[src/rtl/sdac_pkg.sv]
package sdac_pkg;
  localparam int WORD_W  = 16;
  localparam int CMD_W   = 4;
  localparam int FIELD_W = WORD_W - CMD_W;

  typedef enum logic [CMD_W-1:0] {
    CMD_NOP       = 4'h0,
    CMD_LOAD      = 4'h1,
    CMD_READBACK  = 4'h2,
    CMD_CHAIN_OFF = 4'h9,
    CMD_EDGE_RISE = 4'hA,
    CMD_CLR_ZERO  = 4'hB,
    CMD_CLR_MID   = 4'hC
  } sdac_cmd_e;
endpackage

[src/rtl/sdac_insync.sv]
module sdac_insync #(
  parameter int STAGES = 2
) (
  input  logic clk,
  input  logic rst_n,
  input  logic sclk_pin,
  input  logic sync_n_pin,
  input  logic sdin_pin,
  output logic sclk_rise,
  output logic sclk_fall,
  output logic sync_low,
  output logic sync_rise,
  output logic sync_fall,
  output logic din
);
  // bit 0: serial clock, bit 1: frame strobe (idle high)
  localparam logic [1:0] IDLE = 2'b10;

  logic [STAGES:0][1:0] ctl_pipe;
  logic [STAGES-1:0]    din_pipe;
  logic [1:0]           now_v, old_v;

  always_ff @(posedge clk or negedge rst_n) begin
    if (!rst_n) begin
      ctl_pipe <= {(STAGES+1){IDLE}};
      din_pipe <= '0;
    end else begin
      ctl_pipe <= {ctl_pipe[STAGES-1:0], {sync_n_pin, sclk_pin}};
      din_pipe <= {din_pipe[STAGES-2:0], sdin_pin};
    end
  end

  assign now_v     = ctl_pipe[STAGES-1];
  assign old_v     = ctl_pipe[STAGES];
  assign sclk_rise = now_v[0] & ~old_v[0];
  assign sclk_fall = ~now_v[0] & old_v[0];
  assign sync_low  = ~now_v[1];
  assign sync_rise = now_v[1] & ~old_v[1];
  assign sync_fall = ~now_v[1] & old_v[1];
  assign din       = din_pipe[STAGES-1];
endmodule

[src/rtl/sdac_shift.sv]
module sdac_shift
  import sdac_pkg::*;
(
  input  logic              clk,
  input  logic              rst_n,
  input  logic              sclk_rise,
  input  logic              sclk_fall,
  input  logic              sync_low,
  input  logic              sync_rise,
  input  logic              sync_fall,
  input  logic              din,
  input  logic              live_rise,
  input  logic              live_chain,
  input  logic              rb_pend,
  input  logic [WORD_W-1:0] rb_word,
  output logic              sdo,
  output logic              out_edge,
  output logic              frame_start,
  output logic              exec_vld,
  output logic [WORD_W-1:0] exec_word
);
  localparam int CNT_W = $clog2(WORD_W + 1);
  localparam logic [CNT_W-1:0] FULL = CNT_W'(WORD_W);
  localparam logic [CNT_W-1:0] LAST = CNT_W'(WORD_W - 1);

  logic [WORD_W-1:0] sreg, sreg_nx;
  logic [CNT_W-1:0]  cnt;
  logic              open_q;
  logic              act_edge, start_ok, shift_ok;

  assign act_edge = live_rise ? sclk_rise : sclk_fall;
  assign out_edge = (live_rise ? sclk_fall : sclk_rise) & sync_low & open_q;
  // single mode: a strobe edge inside a partial frame is ignored
  assign start_ok = sync_fall & ~(~live_chain & open_q & (cnt != '0));
  assign shift_ok = open_q & sync_low & act_edge;
  assign sreg_nx  = {sreg[WORD_W-2:0], din};

  always_ff @(posedge clk or negedge rst_n) begin
    if (!rst_n) begin
      sreg        <= '0;
      cnt         <= '0;
      open_q      <= 1'b0;
      sdo         <= 1'b0;
      frame_start <= 1'b0;
      exec_vld    <= 1'b0;
      exec_word   <= '0;
    end else begin
      frame_start <= 1'b0;
      exec_vld    <= 1'b0;
      if (start_ok) begin
        cnt         <= '0;
        open_q      <= 1'b1;
        frame_start <= 1'b1;
        if (rb_pend) sreg <= rb_word;
      end else if (shift_ok) begin
        sreg <= sreg_nx;
        if (cnt != FULL) cnt <= cnt + 1'b1;
        if (!live_chain && cnt == LAST) begin
          exec_vld  <= 1'b1;
          exec_word <= sreg_nx;
          open_q    <= 1'b0;
        end
      end else if (open_q && sync_rise && live_chain) begin
        open_q <= 1'b0;
        if (cnt == FULL) begin
          exec_vld  <= 1'b1;
          exec_word <= sreg;
        end
      end
      if (out_edge) sdo <= sreg[WORD_W-1];
    end
  end
endmodule

[src/rtl/sdac_ctrl.sv]
module sdac_ctrl
  import sdac_pkg::*;
#(
  parameter int DATA_BITS = 12
) (
  input  logic                 clk,
  input  logic                 rst_n,
  input  logic                 exec_vld,
  input  logic [WORD_W-1:0]    exec_word,
  input  logic                 frame_start,
  output logic [DATA_BITS-1:0] dac_code,
  output logic                 live_rise,
  output logic                 live_chain,
  output logic                 rb_pend,
  output logic [WORD_W-1:0]    rb_word
);
  localparam int PAD_W = FIELD_W - DATA_BITS;
  localparam logic [DATA_BITS-1:0] MID = {1'b1, {(DATA_BITS-1){1'b0}}};

  logic                 pend_rise, pend_single;
  logic [DATA_BITS-1:0] field;
  sdac_cmd_e            cmd;

  assign cmd     = sdac_cmd_e'(exec_word[WORD_W-1 -: CMD_W]);
  assign field   = exec_word[FIELD_W-1 -: DATA_BITS];
  assign rb_word = WORD_W'(dac_code) << PAD_W;

  always_ff @(posedge clk or negedge rst_n) begin
    if (!rst_n) begin
      dac_code    <= '0;
      pend_rise   <= 1'b0;
      pend_single <= 1'b0;
      live_rise   <= 1'b0;
      live_chain  <= 1'b1;
      rb_pend     <= 1'b0;
    end else if (frame_start) begin
      live_rise  <= pend_rise;
      live_chain <= ~pend_single;
      rb_pend    <= 1'b0;
    end else if (exec_vld) begin
      case (cmd)
        CMD_LOAD:      dac_code    <= field;
        CMD_READBACK:  rb_pend     <= 1'b1;
        CMD_CHAIN_OFF: pend_single <= 1'b1;
        CMD_EDGE_RISE: pend_rise   <= 1'b1;
        CMD_CLR_ZERO:  dac_code    <= '0;
        CMD_CLR_MID:   dac_code    <= MID;
        default:       ;
      endcase
    end
  end
endmodule

[src/rtl/sdac_front.sv]
module sdac_front
  import sdac_pkg::*;
#(
  parameter int DATA_BITS   = 12,
  parameter int SYNC_STAGES = 2
) (
  input  logic                 clk,
  input  logic                 rst_n,
  input  logic                 sclk,
  input  logic                 sync_n,
  input  logic                 sdin,
  output logic                 sdo,
  output logic [DATA_BITS-1:0] dac_code
);
  logic              sclk_rise, sclk_fall, sync_low, sync_rise, sync_fall, din;
  logic              live_rise, live_chain, rb_pend;
  logic              out_edge, frame_start, exec_vld;
  logic [WORD_W-1:0] rb_word, exec_word;

  sdac_insync #(.STAGES(SYNC_STAGES)) u_sync (
    .clk(clk), .rst_n(rst_n), .sclk_pin(sclk), .sync_n_pin(sync_n),
    .sdin_pin(sdin), .sclk_rise(sclk_rise), .sclk_fall(sclk_fall),
    .sync_low(sync_low), .sync_rise(sync_rise), .sync_fall(sync_fall),
    .din(din)
  );

  sdac_shift u_shift (
    .clk(clk), .rst_n(rst_n), .sclk_rise(sclk_rise), .sclk_fall(sclk_fall),
    .sync_low(sync_low), .sync_rise(sync_rise), .sync_fall(sync_fall),
    .din(din), .live_rise(live_rise), .live_chain(live_chain),
    .rb_pend(rb_pend), .rb_word(rb_word), .sdo(sdo), .out_edge(out_edge),
    .frame_start(frame_start), .exec_vld(exec_vld), .exec_word(exec_word)
  );

  sdac_ctrl #(.DATA_BITS(DATA_BITS)) u_ctrl (
    .clk(clk), .rst_n(rst_n), .exec_vld(exec_vld), .exec_word(exec_word),
    .frame_start(frame_start), .dac_code(dac_code), .live_rise(live_rise),
    .live_chain(live_chain), .rb_pend(rb_pend), .rb_word(rb_word)
  );
endmodule

[config.mk]
export PLATFORM = sky130hd
export DESIGN_NAME = sdac_front
export DESIGN_NICKNAME = d
export VERILOG_FILES = /design/src/rtl/sdac_pkg.sv /design/src/rtl/sdac_insync.sv /design/src/rtl/sdac_shift.sv /design/src/rtl/sdac_ctrl.sv /design/src/rtl/sdac_front.sv
export SDC_FILE = /design/constraint.sdc
export NUM_CORES = 1
export LEC_CHECK = 0
export BUFFER_PORTS_ARGS = -buffer_cell sky130_fd_sc_hd__buf_2
export CAP_MARGIN = 20
export CORE_MARGIN = 10
export CORE_UTILIZATION = 50
export CTS_CLUSTER_SIZE = 28
export DETAILED_ROUTE_END_ITERATION = 16
export PLACE_DENSITY = 0.65
export SLEW_MARGIN = 20
export SYNTH_ARGS = -nofsm -noshare
export SYNTH_HDL_FRONTEND = slang
export SYNTH_SLANG_ARGS = --single-unit
[constraint.sdc]
create_clock -name clk -period 2.5 [get_ports clk]
set_input_delay 0.125 -clock clk [delete_from_list [all_inputs] [get_ports clk]]
set_output_delay 0.125 -clock clk [all_outputs]
set_load 0.05 [all_outputs]
==> impl_metrics.yaml, run 1 <==
floorplanning:
  fp-row-count: 27
  fp.dieH_um: 96.5
  start_util: 0.522
  core_sq_um: 5610
  die_w_um: 96.5
  pin_count: 18
  die-area_sq_um: 9310
global_routing:
  grt-ovfl-total: 0
  grt_pass1_vias: 1901
  grt_usage: 0.132
  grt_max_degree: 38
  grt_pass1_wl_um: 9570
  antenna_found_initial: 0
setup_path:
  cp_max_fo: 15
  cp-startpoint: "u_shift.cnt[0]"
  critPathMaxStageDelay_ns: 0.75
  start_kind: "flip-flop"
  rr_startpoint: "u_shift.cnt[0]"
  cp.arrival_ns: 2.42
  cp_slowest_cell: "nor2_1"
  critPathKind: "reg -> reg"
  r2r_setup_slack_ns: 0.25
  path_cells: "inv_1 > ha_1 > nor4b_2 > o211a_1 > nor2_1 > a221oi_1"
  ff2ff_path_depth: 6
  reg2reg_to: "u_shift.sreg[11]"
  crit_path_end_kind: "flip-flop"
  endpoint: "u_shift.sreg[11]"
  required_ns: 2.67
timing:
  max_freq_mhz: 445
  min_period_ns: 2.25
  setup_viol: 0
  hold_viol: 0
  period_share: 0.898
  grt_setup_unrepaired: "no"
  timing_worst_slew_pin_value_ns: 0.946
  slew_violations: 0
  relSlewSlack: 0.367
  setup_slack_ns: 0.255
  tns_ns: 0
  skew_ns: 0.00805
route:
  wl_um: 5620
  drtAntennaViolNets: 0
  via_per_inst: 5.58
  drt_iter0_markers: 52
  dr.pass1.iters: 4
  via_count: 1903
  post_drt_wl_per_cell_um: 16.5
  route.detailed.drc: 0
power:
  total_leakage_power_nw: 1.61
  finalPower_w: 0.00290
  p_per_area_nw_per_um2: 861
  ir_drop_mv: 0.505
final_layout:
  area_delta_synth_final_pct: 15.0
  instances_no_fill: 341
  most-common-layout-cells: "dfrtp_1 (62), nor2_1 (22), inv_1 (18)"
  fillCellCount: 476
  nets: 272
  diodes: 0
  final_common_cell: "dfrtp_1"
  layout-drive-gt1-share: 0.264
min_path:
  hp-class: "reg -> reg"
run_status:
  status: "finished, final reports clean"
clock_network:
  cts_tree: "yes"
  clk_latency_ns: 0.34
  clk_pin_slew_ns: 0.07
  cts_buffers: 9
  cts_sinks: 66
  postCtsSetupBuffers: 0
  clockRootBuffer: "clkbuf_8"
  h-tree-depth: 3
  clk_path_buf_depth: 2
yosys:
  synth_cell_type_count: 45
  syn-num-nets: 241
  seq_area_frac_synth: 0.566
  syn_inst: 233
  ys.flop_type: "dfrtp_1"
  synth_edf_count: 0
  yosys_warnings: 0
  ys_ff_latch: 66
  syn_avg_cell_area_sq_um: 12.6
  syn-cell-area_sq_um: 2930
  synth_async_sr_flop_share: 1.00
flow_run:
  maxCapViolations: 0
place:
  dp.cells: 321
  hpwl_um: 3760
  globalplace.congestion: 0.787
  port_buffers: 17
  post-place-ws_ns: 0.238
## cells in the mapped netlist, drive strengths merged (2+ instances only)
| master | number | area [sq um] |
|---|---|---|
| dfrtp | 62 | 1550 |
| mux2 | 22 | 248 |
| nor2 | 22 | 82.6 |
| inv | 18 | 67.6 |
| a22o | 16 | 140 |
| mux2i | 14 | 140 |
| a221oi | 11 | 96.3 |
| a21oi | 8 | 55.1 |
| buf | 6 | 55.1 |
| nor2b | 5 | 31.3 |
| clkbuf | 4 | 15.0 |
| dfstp | 4 | 105 |
| nor3b | 4 | 30.0 |
| ha | 3 | 37.5 |
| nand2 | 3 | 11.3 |
| a211oi | 2 | 20.0 |
| a31o | 2 | 17.5 |
| a32o | 2 | 20.0 |
| nand2b | 2 | 12.5 |
| nand3b | 2 | 15.0 |
| nand4 | 2 | 12.5 |
| o2111ai | 2 | 17.5 |
| o21ai | 2 | 10.0 |
| xnor2 | 2 | 17.5 |
## flip-flops by register name, indices dropped and copies added (netlist names)
signal               count
u_ctrl.dac_code         12
u_ctrl.live_chain        1
u_ctrl.live_rise         1
u_ctrl.pend_rise         1
u_ctrl.pend_single       1
u_ctrl.rb_pend           1
u_shift.cnt              5
u_shift.exec_vld         1
u_shift.exec_word       16
u_shift.frame_start      1
u_shift.open_q           1
u_shift.sdo              1
u_shift.sreg            16
u_sync.ctl_pipe          2
u_sync.din_pipe          2
u_sync.now_v             2
u_sync.old_v             2
## timing repair
| item | 4_1_cts | 5_1_grt |
|---|---|---|
| hold buffers | 4 | 0 |
| hold endpoints to repair | 31 | 0 |
| resized for setup | 0 | 0 |
## worst min path at each step
stage / start / to / depth (start not counted)
global placement: rst_n / u_sync.now_v[0] / 1
global route: u_sync.ctl_pipe[1] / u_sync.now_v[1] / 0
floorplan: rst_n / u_ctrl.dac_code[0] / 0
detailed placement: rst_n / u_sync.now_v[0] / 1
CTS: u_sync.ctl_pipe[0] / u_sync.now_v[0] / 0
finish: u_sync.ctl_pipe[0] / u_sync.now_v[0] / 0
## worst max-delay path, delay by kind of cell, from the launching register on
kind            cells  cell delay [ns]
buf+inv             1             0.06
compound gates      2             0.49
flops               1             0.41
simple gates        2             0.91
fa+ha+maj           1             0.20
## cells by family after synthesis
group / Yosys count / synth area share
xor+xnor: 2 / 0.00599
flops: 66 / 0.566
simple gates: 47 / 0.0885
fa+ha+maj: 3 / 0.0128
compound gates: 51 / 0.147
mux: 36 / 0.133
buf+inv: 28 / 0.0470
## final cells by class
type	instances	area (sq um)	share of cell area
clock buffer	11	151	0.0450
clock inverter	5	61.3	0.0182
inverter	18	67.6	0.0201
multi-input combinational	139	1130	0.336
sequential	66	1660	0.493
tap	72	90.1	0.0268
timing repair buffer	30	205	0.0610
## power by group
| part | internal (W) | total, W | switching, W |
|---|---|---|---|
| clock network | 0.000518 | 0.000939 | 0.000421 |
| logic | 0.000255 | 0.000537 | 0.000282 |
| registers | 0.00129 | 0.00142 | 0.000134 |
| total | 0.00206 | 0.00290 | 0.000837 |
## routing by layer
metal	wire length, um	up-vias	track usage
li1	-	910	-
met1	2780	957	0.178
met2	2540	28	0.196
met3	219	8	0.0386
met4	87	0	0.0545
met5	0	-	0
## stage by stage
| step | utilization | instance area, sq um | hold WS [ns] |
|---|---|---|---|
| 2_1_floorplan | - | 2930 | -0.171 |
| 3_3_place_gp | 0.555 | 3110 | 0.215 |
| 3_5_place_dp | 0.555 | 3110 | 0.213 |
| 4_1_cts | 0.600 | 3360 | 0.355 |
| 5_1_grt | 0.600 | 3360 | 0.369 |
| 6_report | 0.600 | 3360 | 0.352 |
Power figures use the tool's default switching activity.
==> run 2: changes to the inputs <==
- CTS_BUF_LIST: default -> sky130_fd_sc_hd__clkbuf_4
==> run 2 against run 1 <==
Against the previous run:
- clock skew grew 0.0061 ns
- critical path depth is the same
- power shrank 8.2%
- wire length is essentially flat
- sequential power is essentially flat
- combinational power is essentially flat
- setup slack lost 0.0026 ns
- global-route usage grew 0.11 points
==> impl_metrics.yaml, run 2 (same netlist as run 1, synthesis figures left out) <==
run_status:
  status: "finished, final reports clean"
global_routing:
  grt_pass1_vias: 1871
  antenna_found_initial: 0
  grt_pass1_wl_um: 9530
  grt_max_degree: 38
  grt-ovfl-total: 0
  grt_usage: 0.134
floorplanning:
  start_util: 0.522
  fp.dieH_um: 96.5
  core_sq_um: 5610
  fp-row-count: 27
  die_w_um: 96.5
  die-area_sq_um: 9310
  pin_count: 18
place:
  hpwl_um: 3760
  postPlaceCellArea_sq_um: 3110
  globalplace.congestion: 0.787
  port_buffers: 17
timing:
  min_period_ns: 2.25
  grt_setup_unrepaired: "no"
  setup_viol: 0
  max_freq_mhz: 445
  relSlewSlack: 0.371
  hold_viol: 0
  tns_ns: 0
  skew_ns: 0.0142
  period_share: 0.899
  timing_worst_slew_pin_value_ns: 0.941
  slew_violations: 0
setup_path:
  critPathKind: "reg -> reg"
  crit_path_end_kind: "flip-flop"
  cp.arrival_ns: 2.49
  required_ns: 2.75
  cp_max_fo: 15
  start_kind: "flip-flop"
route:
  drt_iter0_markers: 85
  drtAntennaViolNets: 0
  via_count: 1911
  route.detailed.drc: 0
  via_per_inst: 5.60
  dr.pass1.iters: 4
  wl_um: 5620
  post_drt_wl_per_cell_um: 16.5
final_layout:
  diodes: 0
  most-common-layout-cells: "dfrtp_1 (62), nor2_1 (22), inv_1 (18)"
  area_delta_synth_final_pct: 12.4
  fillCellCount: 484
  nets: 272
  top_regs: "u_shift.exec_word (16), u_shift.sreg (16), u_ctrl.dac_code (12)"
  final_common_cell: "dfrtp_1"
  postLayoutCellArea_sq_um: 3290
  layout-drive-gt1-share: 0.257
clock_network:
  clk_latency_ns: 0.41
  cts_buffers: 9
  postCtsSetupBuffers: 0
  clockRootBuffer: "clkbuf_4"
  clk_path_buf_depth: 2
  cts_sinks: 66
  cts_tree: "yes"
  h-tree-depth: 3
  clk_pin_slew_ns: 0.11
power:
  p_per_area_nw_per_um2: 809
  total_leakage_power_nw: 1.57
  finalPower_w: 0.00266
  ir_drop_mv: 0.492
flow_run:
  maxCapViolations: 0
min_path:
  hp-class: "in -> async"
## run 2: changes by cell type in the layout (fill, tap and decap cells not counted), sizes merged
cell and delta:
clkinv +2, clkbuf -2
## run 2: final cells by class
class	count	area [sq um]	area share
Multi-Input combinational cell	139	1130	0.344
Tap cell	72	90.1	0.0274
Inverter	18	67.6	0.0206
Sequential cell	66	1660	0.504
Clock buffer	9	67.6	0.0206
Timing Repair Buffer	30	205	0.0624
Clock inverter	7	68.8	0.0209
## run 2: power by group
group / switching, W / total, W / internal (W)
registers: 0.000133 / 0.00142 / 0.00128
logic: 0.000283 / 0.000538 / 0.000255
clock network: 0.000403 / 0.000704 / 0.000301
total: 0.000819 / 0.00266 / 0.00184
## run 2: timing repair
action / CTS / global route
hold buffers: 4 / 0
gates resized for setup: 0 / 0
endpoints found under the hold margin: 31 / 0
## run 2: worst paths after layout
path	start	slack, ns	cells after the start	to
setup / recovery	u_shift.cnt[0]	0.25	6	u_shift.sreg[11]
hold / removal	rst_n	0.28	2	u_shift.sdo
setup reg to reg	u_shift.cnt[0]	0.25	6	u_shift.sreg[11]
hold reg to reg	u_sync.ctl_pipe[0]	0.36	0	u_sync.now_v[0]
max in group asynchronous	rst_n	1.53	3	u_sync.ctl_pipe[1]
min in group clk	sdin	0.36	2	u_sync.din_pipe[0]
## run 2: worst max-delay path, stage by stage (launching register included)
cell,delay (ns)
dfrtp_1,0.42
inv_1,0.06
ha_1,0.20
nor4b_2,0.16
o211a_1,0.28
nor2_1,0.74
a221oi_1,0.21
## run 2: metrics by stage
step                worst slack (ns)  utilization  instances  hold slack [ns]
floorplan                      0.539            -        233           -0.171
global placement               0.273        0.555        321            0.215
detailed placement             0.238        0.555        321            0.213
CTS                            0.226        0.586        341            0.283
global route                  0.0359        0.586        341            0.297
finish                         0.252        0.586        341            0.284
## run 2: per-layer routing
| metal | share of wire | global-route usage | up-vias |
|---|---|---|---|
| met1 | 0.50 | 0.179 | 963 |
| met4 | 0.015 | 0.0581 | 0 |
| li1 | - | - | 914 |
| met3 | 0.038 | 0.0432 | 7 |
| met2 | 0.45 | 0.194 | 27 |
| met5 | 0 | 0 | - |
==> run 3: changes to the inputs <==
- PLACE_DENSITY: 0.65 -> default
- PLACE_DENSITY_LB_ADDON: default -> 0.2
==> run 3 against run 2 <==
Against the previous run:
- clock-buffer cell count stayed put
- first-iteration DRC count is 34% lower
- clock power is 5.7% lower
- power is 1.5% lower
- sequential power hardly changed
- worst hold slack worse by 0.083 ns
- largest cell class unchanged
==> impl_metrics.yaml, run 3 (same netlist as run 1, synthesis figures left out) <==
run_status:
  status: "finished, final reports clean"
setup_path:
  required_ns: 2.79
  cp-startpoint: "u_shift.cnt[0]"
  critPathKind: "reg -> reg"
  crit_path_end_kind: "flip-flop"
  start_kind: "flip-flop"
  cp_max_fo: 17
  r2r_setup_slack_ns: 0.41
  cp.arrival_ns: 2.38
  ff2ff_path_depth: 8
  reg2reg_to: "u_shift.exec_word[8]"
  rr_startpoint: "u_shift.cnt[0]"
timing:
  min_period_ns: 2.09
  relSlewSlack: 0.692
  grt_setup_unrepaired: "no"
  period_share: 0.836
  hold_viol: 0
  max_freq_mhz: 479
  tns_ns: 0
  setup_viol: 0
  slew_violations: 0
  skew_ns: 0.0103
  timing_worst_slew_pin_value_ns: 0.460
clock_network:
  post_cts_resize_count: 0
  clk_pin_slew_ns: 0.11
  h-tree-depth: 3
  clk_latency_ns: 0.40
  cts_sinks: 66
  cts_buffers: 9
  cts_tree: "yes"
  clockRootBuffer: "clkbuf_4"
  clk_path_buf_depth: 2
floorplanning:
  fp-row-count: 27
  pin_count: 18
  die_w_um: 96.5
  start_util: 0.522
  die-area_sq_um: 9310
  core_sq_um: 5610
  fp.dieH_um: 96.5
global_routing:
  grt_pass1_vias: 1932
  grt_usage: 0.135
  antenna_found_initial: 0
  grt_pass1_wl_um: 9590
  grt-ovfl-total: 0
  grt_max_degree: 29
place:
  hpwl_um: 3790
  port_buffers: 17
  globalplace.congestion: 0.750
  dp.cells: 321
  postPlaceCellArea_sq_um: 3100
final_layout:
  top_regs: "u_shift.exec_word (16), u_shift.sreg (16), u_ctrl.dac_code (12)"
  fillCellCount: 474
  postLayoutCellArea_sq_um: 3270
  layout-drive-gt1-share: 0.257
  final_common_cell: "dfrtp_1"
  diodes: 0
  nets: 273
  area_delta_synth_final_pct: 11.8
  instances_no_fill: 341
  most-common-layout-cells: "dfrtp_1 (62), nor2_1 (22), inv_1 (18)"
route:
  via_per_inst: 5.54
  dr.pass1.iters: 4
  drt_iter0_markers: 56
  route.detailed.drc: 0
  post_drt_wl_per_cell_um: 16.5
  via_count: 1889
  wl_um: 5610
  drtAntennaViolNets: 0
flow_run:
  maxCapViolations: 0
power:
  ir_drop_mv: 0.497
  p_per_area_nw_per_um2: 801
  total_leakage_power_nw: 1.58
min_path:
  hp-class: "in -> async"
[run 3: changes by cell type in the layout (fill, tap and decap cells not counted)]
cell / before / now
buf_12: 1 / 0
buf_4: 8 / 10
clkinv_2: 0 / 1
clkinv_4: 0 / 1
clkinvlp_4: 3 / 1
inv_6: 1 / 0
[run 3: how the worst max path moves through the flow]
stage / endpoint / slack [ns] / cells after the start
final: u_shift.exec_word[8] / 0.41 / 8
after global routing: u_shift.exec_word[8] / 0.27 / 8
after CTS: u_shift.sreg[2] / 0.28 / 6
after detailed placement: u_shift.sreg[2] / 0.25 / 6
after global placement: u_shift.sreg[10] / 0.31 / 6
after floorplan: u_shift.exec_word[10] / 0.54 / 7
[run 3: repair_timing]
item	CTS	global route
endpoints found under the setup margin	0	0
hold buffers	4	0
endpoints found under the hold margin	21	0
buffers inserted	0	0
[run 3: stage by stage]
stage	utilization	hold slack, ns	worst slack, ns	power (W)
final	0.583	0.202	0.411	0.00262
after global routing	0.583	0.219	0.266	0.00279
after CTS	0.582	0.204	0.284	0.00265
after detailed placement	0.552	0.102	0.249	0.00198
after global placement	0.552	0.105	0.312	0.00196
after floorplan	-	-0.171	0.539	0.00183
[run 3: layout make-up]
cell class	instances	area, sq um	share of cell area
clock buffer	9	67.6	0.0207
timing repair buffer	31	200	0.0612
inverter	18	67.6	0.0207
multi-input combinational	139	1130	0.346
tap	72	90.1	0.0275
sequential	66	1660	0.506
clock inverter	6	58.8	0.0180
[run 3: power breakdown]
part           leakage, nW  total [W]  internal, W  switching, W
clock               0.0669   0.000664     0.000293      0.000371
sequential           0.837    0.00142      0.00129      0.000134
combinational        0.675   0.000537     0.000254      0.000282
total                 1.58    0.00262      0.00183      0.000788
[run 3: critical path: stages (launching register included)]
cell and delay, ns:
dfrtp_1 0.41, inv_1 0.06, ha_1 0.20, nor4b_2 0.16
o211a_1 0.22, buf_4 0.18, a21oi_2 0.10, buf_4 0.27
mux2_2 0.38
[run 3: metal layers]
layer  share of wire  vias to the layer above  global-route usage
met3           0.037                        6              0.0501
met1            0.48                      935               0.167
met2            0.47                       27               0.212
li1                -                      921                   -
met5               0                        -                   0
met4           0.012                        0              0.0472
